## config.mk

```make
export PLATFORM = sky130hd
export DESIGN_NAME = nio_bank
export DESIGN_NICKNAME = d
export VERILOG_FILES = /design/src/rtl/nio_pkg.sv /design/src/rtl/nio_decode.sv /design/src/rtl/nio_latch_bank.sv /design/src/rtl/nio_read_path.sv /design/src/rtl/nio_bank.sv
export SDC_FILE = /design/constraint.sdc
export NUM_CORES = 1
export LEC_CHECK = 0
export ABC_AREA = 1
export BUFFER_PORTS_ARGS = -buffer_cell sky130_fd_sc_hd__buf_2
export CORE_ASPECT_RATIO = 1.1
export CORE_MARGIN = 2
export CORE_UTILIZATION = 40
export DETAILED_ROUTE_END_ITERATION = 6
export MAX_ROUTING_LAYER = met4
export PLACE_DENSITY = 0.75
export SLEW_MARGIN = 5
export SYNTH_ARGS = -nofsm -noshare
export SYNTH_HDL_FRONTEND = slang
export SYNTH_HIERARCHICAL = 1
export SYNTH_SLANG_ARGS = --single-unit
```

## constraint.sdc

```tcl
create_clock -name clk -period 1.1 [get_ports clk]
set_clock_uncertainty 0.1 [all_clocks]
set_input_delay 0.22 -clock clk [delete_from_list [all_inputs] [get_ports clk]]
set_output_delay 0.22 -clock clk [all_outputs]
set_load 0.1 [all_outputs]
```

## src/rtl/nio_pkg.sv

```systemverilog
package nio_pkg;
  typedef enum logic [1:0] {
    NIO_NOP     = 2'd0,
    NIO_WRITE   = 2'd1,
    NIO_PATTERN = 2'd2,
    NIO_READ    = 2'd3
  } nio_op_e;
endpackage

```

## src/rtl/nio_decode.sv

```systemverilog
module nio_decode #(
  parameter int NUM_CH = 4,
  parameter int NIB_W  = 4,
  localparam int CH_W  = $clog2(NUM_CH)
) (
  input  logic [1:0]                   op,
  input  logic [CH_W-1:0]              ch_sel,
  input  logic                         src_sel,
  input  logic [NIB_W-1:0]             acc_in,
  input  logic [NIB_W-1:0]             sub_in,
  input  logic [2*NIB_W-1:0]           pat_in,
  output logic [NUM_CH-1:0]            wr_en,
  output logic [NUM_CH-1:0][NIB_W-1:0] wr_data
);
  import nio_pkg::*;

  nio_op_e          kind;
  logic [NIB_W-1:0] word;

  assign kind = nio_op_e'(op);
  assign word = src_sel ? sub_in : acc_in;

  for (genvar c = 0; c < NUM_CH; c++) begin : g_ch
    localparam bit IS_HI = (c == NUM_CH - 1);
    localparam bit IS_LO = (c == NUM_CH - 2);
    always_comb begin
      wr_en[c]   = (kind == NIO_WRITE) && (ch_sel == CH_W'(c));
      wr_data[c] = word;
      if (kind == NIO_PATTERN) begin
        if (IS_HI) begin
          wr_en[c]   = 1'b1;
          wr_data[c] = pat_in[2*NIB_W-1:NIB_W];
        end else if (IS_LO) begin
          wr_en[c]   = 1'b1;
          wr_data[c] = pat_in[NIB_W-1:0];
        end
      end
    end
  end
endmodule

```

## src/rtl/nio_latch_bank.sv

```systemverilog
module nio_latch_bank #(
  parameter int NUM_CH = 4,
  parameter int NIB_W  = 4
) (
  input  logic                         clk,
  input  logic                         rst,
  input  logic [NUM_CH-1:0]            wr_en,
  input  logic [NUM_CH-1:0][NIB_W-1:0] wr_data,
  output logic [NUM_CH-1:0][NIB_W-1:0] latch_q
);
  for (genvar c = 0; c < NUM_CH; c++) begin : g_lat
    always_ff @(posedge clk) begin
      if (rst)            latch_q[c] <= '1;
      else if (wr_en[c])  latch_q[c] <= wr_data[c];
    end
  end
endmodule

```

## src/rtl/nio_read_path.sv

```systemverilog
module nio_read_path #(
  parameter int NUM_CH = 4,
  parameter int NIB_W  = 4,
  localparam int CH_W  = $clog2(NUM_CH)
) (
  input  logic                         clk,
  input  logic                         rst,
  input  logic [1:0]                   op,
  input  logic [CH_W-1:0]              ch_sel,
  input  logic                         src_sel,
  input  logic [NUM_CH-1:0][NIB_W-1:0] latch_q,
  input  logic [NUM_CH-1:0][NIB_W-1:0] pins,
  output logic                         rd_valid,
  output logic                         rd_to_sub,
  output logic [NIB_W-1:0]             rd_data
);
  import nio_pkg::*;

  logic             is_read;
  logic [NIB_W-1:0] wired;

  assign is_read = (nio_op_e'(op) == NIO_READ);
  assign wired   = latch_q[ch_sel] & pins[ch_sel];

  always_ff @(posedge clk) begin
    if (rst) begin
      rd_valid  <= 1'b0;
      rd_to_sub <= 1'b0;
      rd_data   <= '0;
    end else begin
      rd_valid <= is_read;
      if (is_read) begin
        rd_to_sub <= src_sel;
        rd_data   <= wired;
      end
    end
  end
endmodule

```

## src/rtl/nio_bank.sv

```systemverilog
module nio_bank #(
  parameter int NUM_CH = 4,
  parameter int NIB_W  = 4,
  localparam int CH_W  = $clog2(NUM_CH),
  localparam int PIN_W = NUM_CH * NIB_W
) (
  input  logic               clk,
  input  logic               rst,
  input  logic [1:0]         op,
  input  logic [CH_W-1:0]    ch_sel,
  input  logic               src_sel,
  input  logic [NIB_W-1:0]   acc_in,
  input  logic [NIB_W-1:0]   sub_in,
  input  logic [2*NIB_W-1:0] pat_in,
  input  logic [PIN_W-1:0]   pin_in,
  output logic [PIN_W-1:0]   pin_out,
  output logic               rd_valid,
  output logic               rd_to_sub,
  output logic [NIB_W-1:0]   rd_data
);
  logic [NUM_CH-1:0]            wr_en;
  logic [NUM_CH-1:0][NIB_W-1:0] wr_data;
  logic [NUM_CH-1:0][NIB_W-1:0] latch_q;
  logic [NUM_CH-1:0][NIB_W-1:0] pins;

  assign pins    = pin_in;
  assign pin_out = latch_q;

  nio_decode #(.NUM_CH(NUM_CH), .NIB_W(NIB_W)) u_dec (
    .op(op), .ch_sel(ch_sel), .src_sel(src_sel), .acc_in(acc_in),
    .sub_in(sub_in), .pat_in(pat_in), .wr_en(wr_en), .wr_data(wr_data)
  );

  nio_latch_bank #(.NUM_CH(NUM_CH), .NIB_W(NIB_W)) u_lat (
    .clk(clk), .rst(rst), .wr_en(wr_en), .wr_data(wr_data), .latch_q(latch_q)
  );

  nio_read_path #(.NUM_CH(NUM_CH), .NIB_W(NIB_W)) u_rd (
    .clk(clk), .rst(rst), .op(op), .ch_sel(ch_sel), .src_sel(src_sel),
    .latch_q(latch_q), .pins(pins), .rd_valid(rd_valid),
    .rd_to_sub(rd_to_sub), .rd_data(rd_data)
  );
endmodule

```

Word level (Yosys, flattened, before mapping)
Index checks and enable logic that the tools add are counted.

Bitwise logic cells: 1. Mux-type cells: 9. Equality and inequality tests: 6. Reduce and logical (&&, ||, !) cells: 5. $lt $le $gt $ge: 1.

Operators by type and width (count): $mux 4 (5); $bmux 4 s2 (2); $eq 2x2->1 const B (4); $and 4x4->4 (1); $eq 2x1->1 const B (2); $logic_and 1x1->1 (4); $lt 2x3->1 const B (1); $logic_not 2->1 (1); $mux 1 (2).

Logic and storage cells: 29. Output and inout port bits: 22. Bits of input ports: 39. Flip-flop bits (word level): 22.

Depth between registers and ports, before layout
Depth in word-level cells: 3. Gate-level depth with buffers: 7. Depth with buffers taken out: 7.

By module
The synthesis kept the hierarchy.

By module, submodules not included: nio_latch_bank (sequential area each 320.3 um2, cells each 70, area each 550.5 um2, times used 1); nio_read_path (sequential area each 120.1 um2, cells each 52, area each 367.9 um2, times used 1); nio_decode (sequential area each 0.0 um2, cells each 57, area each 267.8 um2, times used 1).

Least setup slack after synthesis
Ideal clock, no wire load.

Kind: reg-to-reg. Start point: register u_lat/latch_q[6] in the netlist's numbering. End point: register u_rd.rd_data[2]. Slack: -0.421 ns. Path buffers: 0. Clock period less this slack: 1.521 ns. Arrival: 1.352 ns. Required time: 0.931 ns. Setup time: 0.069 ns. Stages on the path, launching flop included: 5. Path through: dfxtp_1 -> nand3_1 -> nand3_1 -> nand2_1 -> a21oi_2.

Cells in the longest elaborated chain, start to end: 3.

RTL lines: start, declared (line nio_latch_bank.sv:9) `output logic [NUM_CH-1:0][NIB_W-1:0] latch_q`; start signal, assigned by index (line nio_latch_bank.sv:14) `else if (wr_en[c]) latch_q[c] <= wr_data[c];`; $bmux 4 s2 (line nio_read_path.sv:23) `assign wired = latch_q[ch_sel] & pins[ch_sel];`; $mux 4 (implied by the code) (line nio_read_path.sv:23); $and 4x4->4 (line nio_read_path.sv:23); end signal, assigned (line nio_read_path.sv:34) `rd_data <= wired;`; end, declared (line nio_read_path.sv:15) `output logic [NIB_W-1:0] rd_data`.

No other way between the ends. The select of a mux whose other input is x is not followed. A chain may end at the register's enable or synchronous reset.

Worst setup path after layout
Start point: register u_lat/latch_q[3] in the netlist's numbering. End point: output pin_out[3].

RTL lines: end, declared (line nio_bank.sv:16) `output logic [PIN_W-1:0] pin_out,`.

No word-level cell between the ends.

==> impl_metrics.py <==
metrics = {
    "sta": {
        "whs_ns": 0.0250,
        "tightestPinTransition_ns": 0.284,
        "final_period_minus_worst_setup_slack_ns": 1.20,
        "final.period_utilization_pct": 109,
        "maxSlewViolCount": 0,
        "max_freq_mhz": 834,
        "finalWorstSetupSlack_ns": -0.0984,
        "relSlewSlack_pct": 81.0,
        "hold_violations": 0,
        "setup_viol": 23,
        "rsz0062_at_grt": "true",
    },
    "placed_design": {
        "gp_congestion": 0.824,
        "placedCellCount": 278,
        "dp_hpwl_mm": 2.77,
        "port_buf_inserts": 60,
    },
    "clock_tree": {
        "clock_latency_ns": 0.32,
        "tritoncts": "done",
        "clockRootBuffer": "clkbuf_4",
        "cts.sinks": 22,
        "clock_path_buffers": 2,
        "cts_clk_pin_slew_worst_paths_ns": 0.13,
        "cts_buffers": 3,
        "number_of_h_tree_levels": 1,
    },
    "detailed_routing": {
        "detail-route-antenna-nets": 0,
        "drt_pre_antenna_iters": 4,
        "drc": 0,
        "detailedRoute.firstIterationViolations": 56,
        "num_vias": 1465,
        "wl_per_cell_um": 13.4,
        "detail_route.vias_per_cell": 4.88,
        "wirelength_mm": 4.02,
    },
    "critical_path": {
        "endpoint_kind": "output port",
        "worstReg2RegStart": "u_lat/latch_q[12]$_SDFFE_PP1P_",
        "timing.critical_path.cells": "buf_12",
        "crit_required_ns": 0.78,
        "worstReg2RegEnd": "u_rd/rd_data[0]$_SDFFE_PP0P_",
        "critPathArrivalTime_ns": 0.88,
        "rr_worst_depth": 5,
        "timing.critical_path.from_type": "flip-flop",
        "worst-path-buf-inv": 1,
        "worstPathMaxFanout": 2,
        "critical_path_class": "reg2out",
        "slowest_stage": "dfxtp_4",
        "cp_slowest_stage_delay_ns": 0.39,
        "worst-r2r-setup-slack_ns": -0.01,
        "critical-path-top-delay-family": "flip-flops",
    },
    "global_route": {
        "globalRouteOverflowTotal": 0,
        "initial_antenna_violation_count": 1,
        "grt_start_max_net_pins": 17,
        "track_usage_pct": 24.5,
        "wire_length_of_the_first_global_routing_pass_mm": 6.22,
        "first_global_vias": 1393,
    },
    "min_path": {
        "min_delay_worst_endpoint": "u_rd/rd_valid$_SDFF_PP0_",
        "min_delay_path_depth": 2,
        "hold_path_startpoint": "rst",
        "hold_path.class": "in2reg",
    },
    "yosys": {
        "number_of_different_library_cells_in_the_post_synthesis_netlist": 19,
        "synthTopCellsByArea": "dfxtp_1, nand2_1, nand3_1, inv_1, nand3_2",
        "yosys.cell_count.top_type": "nand2_1",
        "synth_area_mm2": 0.00119,
        "synth_top_area_share_pct": 37.1,
        "synth_largest_area_cell": "dfxtp_1",
        "yosys_register_bits": 22,
        "synthFlopType": "dfxtp_1",
        "synthesis.nets": 218,
        "yosys-top-cells-count": "nand2_1, nand3_1, dfxtp_1",
        "synth_area_per_cell_um2": 6.63,
        "share_of_synthesized_flip_flops_with_an_asynchronous_set_or_reset_pct": 0,
        "synth-edff-count": 0,
        "seq_area_frac_synth_pct": 37.1,
        "synthesis.instances": 179,
        "yosys_warnings": 6,
    },
    "pwr": {
        "power_per_cell_area_mw_per_mm2": 1040,
        "maximum_vdd_ir_drop_uv": 797,
        "static-leakage-power_nw": 1.13,
        "report.power.total_mw": 2.26,
    },
    "floorplanning": {
        "boundaryPins": 61,
        "fp.dieW_um": 55.9,
        "dieArea_mm2": 0.00342,
        "die_height_um": 61.1,
        "floorplan.core_area_mm2": 0.00280,
        "row_count": 20,
        "initial_core_util_pct": 42.3,
    },
    "cells_and_area": {
        "final_layout_size_suffix_gt1_share_pct": 52.6,
        "fill_cells": 176,
        "final_net_count": 306,
        "finish.cell_count_without_fillers": 300,
        "area_growth_syn_to_layout_pct": 82.5,
    },
    "outcome": {
        "violations_in_the_final_reports": "negative setup slack",
        "status": "finished with violations",
    },
    "job": {
        "timing.max_cap.violations": 0,
    },
}
-- routing by layer --
metal / vias to the layer above / part of all wire, % / global-route usage [%]
met5: - / 0 / -
met4: 0 / 2.6 / 14.6
met1: 646 / 40 / 25.3
met3: 8 / 4.5 / 3.36
met2: 63 / 53 / 45.6
li1: 748 / - / -
-- area by class of cell --
class / instances / area (um^2) / area share [%]
inverter: 22 / 92.6 / 4.28
clock inverter: 1 / 3.75 / 0.173
clock buffer: 3 / 22.5 / 1.04
multi-input combinational: 129 / 648 / 29.9
sequential: 22 / 505 / 23.4
tap: 33 / 41.3 / 1.91
antenna: 1 / 2.50 / 0.116
timing repair buffer: 89 / 848 / 39.2
-- worst max-delay path by stage --
stage,cells past startpoint,slack [ns],endpoint,from
after global placement,7,-0.07,u_lat/latch_q[10]$_SDFFE_PP1P_,op[1]
final,1,-0.1,pin_out[3],u_lat/latch_q[3]$_SDFFE_PP1P_
after CTS,1,-0.1,pin_out[3],u_lat/latch_q[3]$_SDFFE_PP1P_
after detailed placement,7,-0.1,u_lat/latch_q[11]$_SDFFE_PP1P_,op[1]
after floorplan,4,-0.09,u_rd/rd_data[2]$_SDFFE_PP0P_,u_lat/latch_q[6]$_SDFFE_PP1P_
after global routing,1,-0.12,pin_out[15],u_lat/latch_q[15]$_SDFFE_PP1P_
-- per-stage QoR --
step,setup slack [ns],setup TNS (ns),util [%],cell area (um^2)
after floorplan,-0.0915,-0.0915,-,1250
after global placement,-0.0657,-0.538,70.0,1960
after detailed placement,-0.0993,-1.07,70.0,1960
after CTS,-0.0954,-1.87,75.5,2120
after global routing,-0.122,-2.60,77.2,2160
final,-0.0984,-1.86,77.2,2160
-- registers in the layout (all words and copies together), names as in the netlist --
signal          count
u_lat/latch_q      16
u_rd/rd_data        4
u_rd/rd_to_sub      1
u_rd/rd_valid       1
-- timing repair --
| action | in CTS | in global routing |
|---|---|---|
| hold buffers | 0 | 0 |
| gates resized for setup | 3 | 8 |
| buffers inserted | 16 | 1 |
| setup endpoints to repair | 22 | 24 |
| gates cloned | 0 | 0 |
| pin swaps | 0 | 3 |
-- power breakdown --
| part | switching [mW] | internal [mW] |
|---|---|---|
| Clock | 0.259 | 0.133 |
| Sequential | 0.0503 | 0.835 |
| Combinational | 0.601 | 0.382 |
| Total | 0.910 | 1.35 |
-- placed cells by master, fill, tap and decap left out, drive strengths merged --
cell type	Yosys	final
diode	0	1
and2	4	4
buf	6	89
o21ai	4	4
nand2	65	65
nor2	3	3
clkbuf	0	3
a21oi	1	1
inv	22	22
nor3	2	2
dfxtp	22	22
clkinv	0	1
nand3	50	50
-- kinds of logic (layout without fill, tap and decap cells) --
group / count (synthesis) / in the layout / synth area share, %
other: 0 / 1 / 0
buffers and inverters: 28 / 115 / 12.2
AND/OR/NAND/NOR: 124 / 124 / 48.2
flip-flops: 22 / 22 / 37.1
AO/OA/AOI/OAI: 5 / 5 / 2.43
Note: power is estimated with default switching activity, not from simulation.
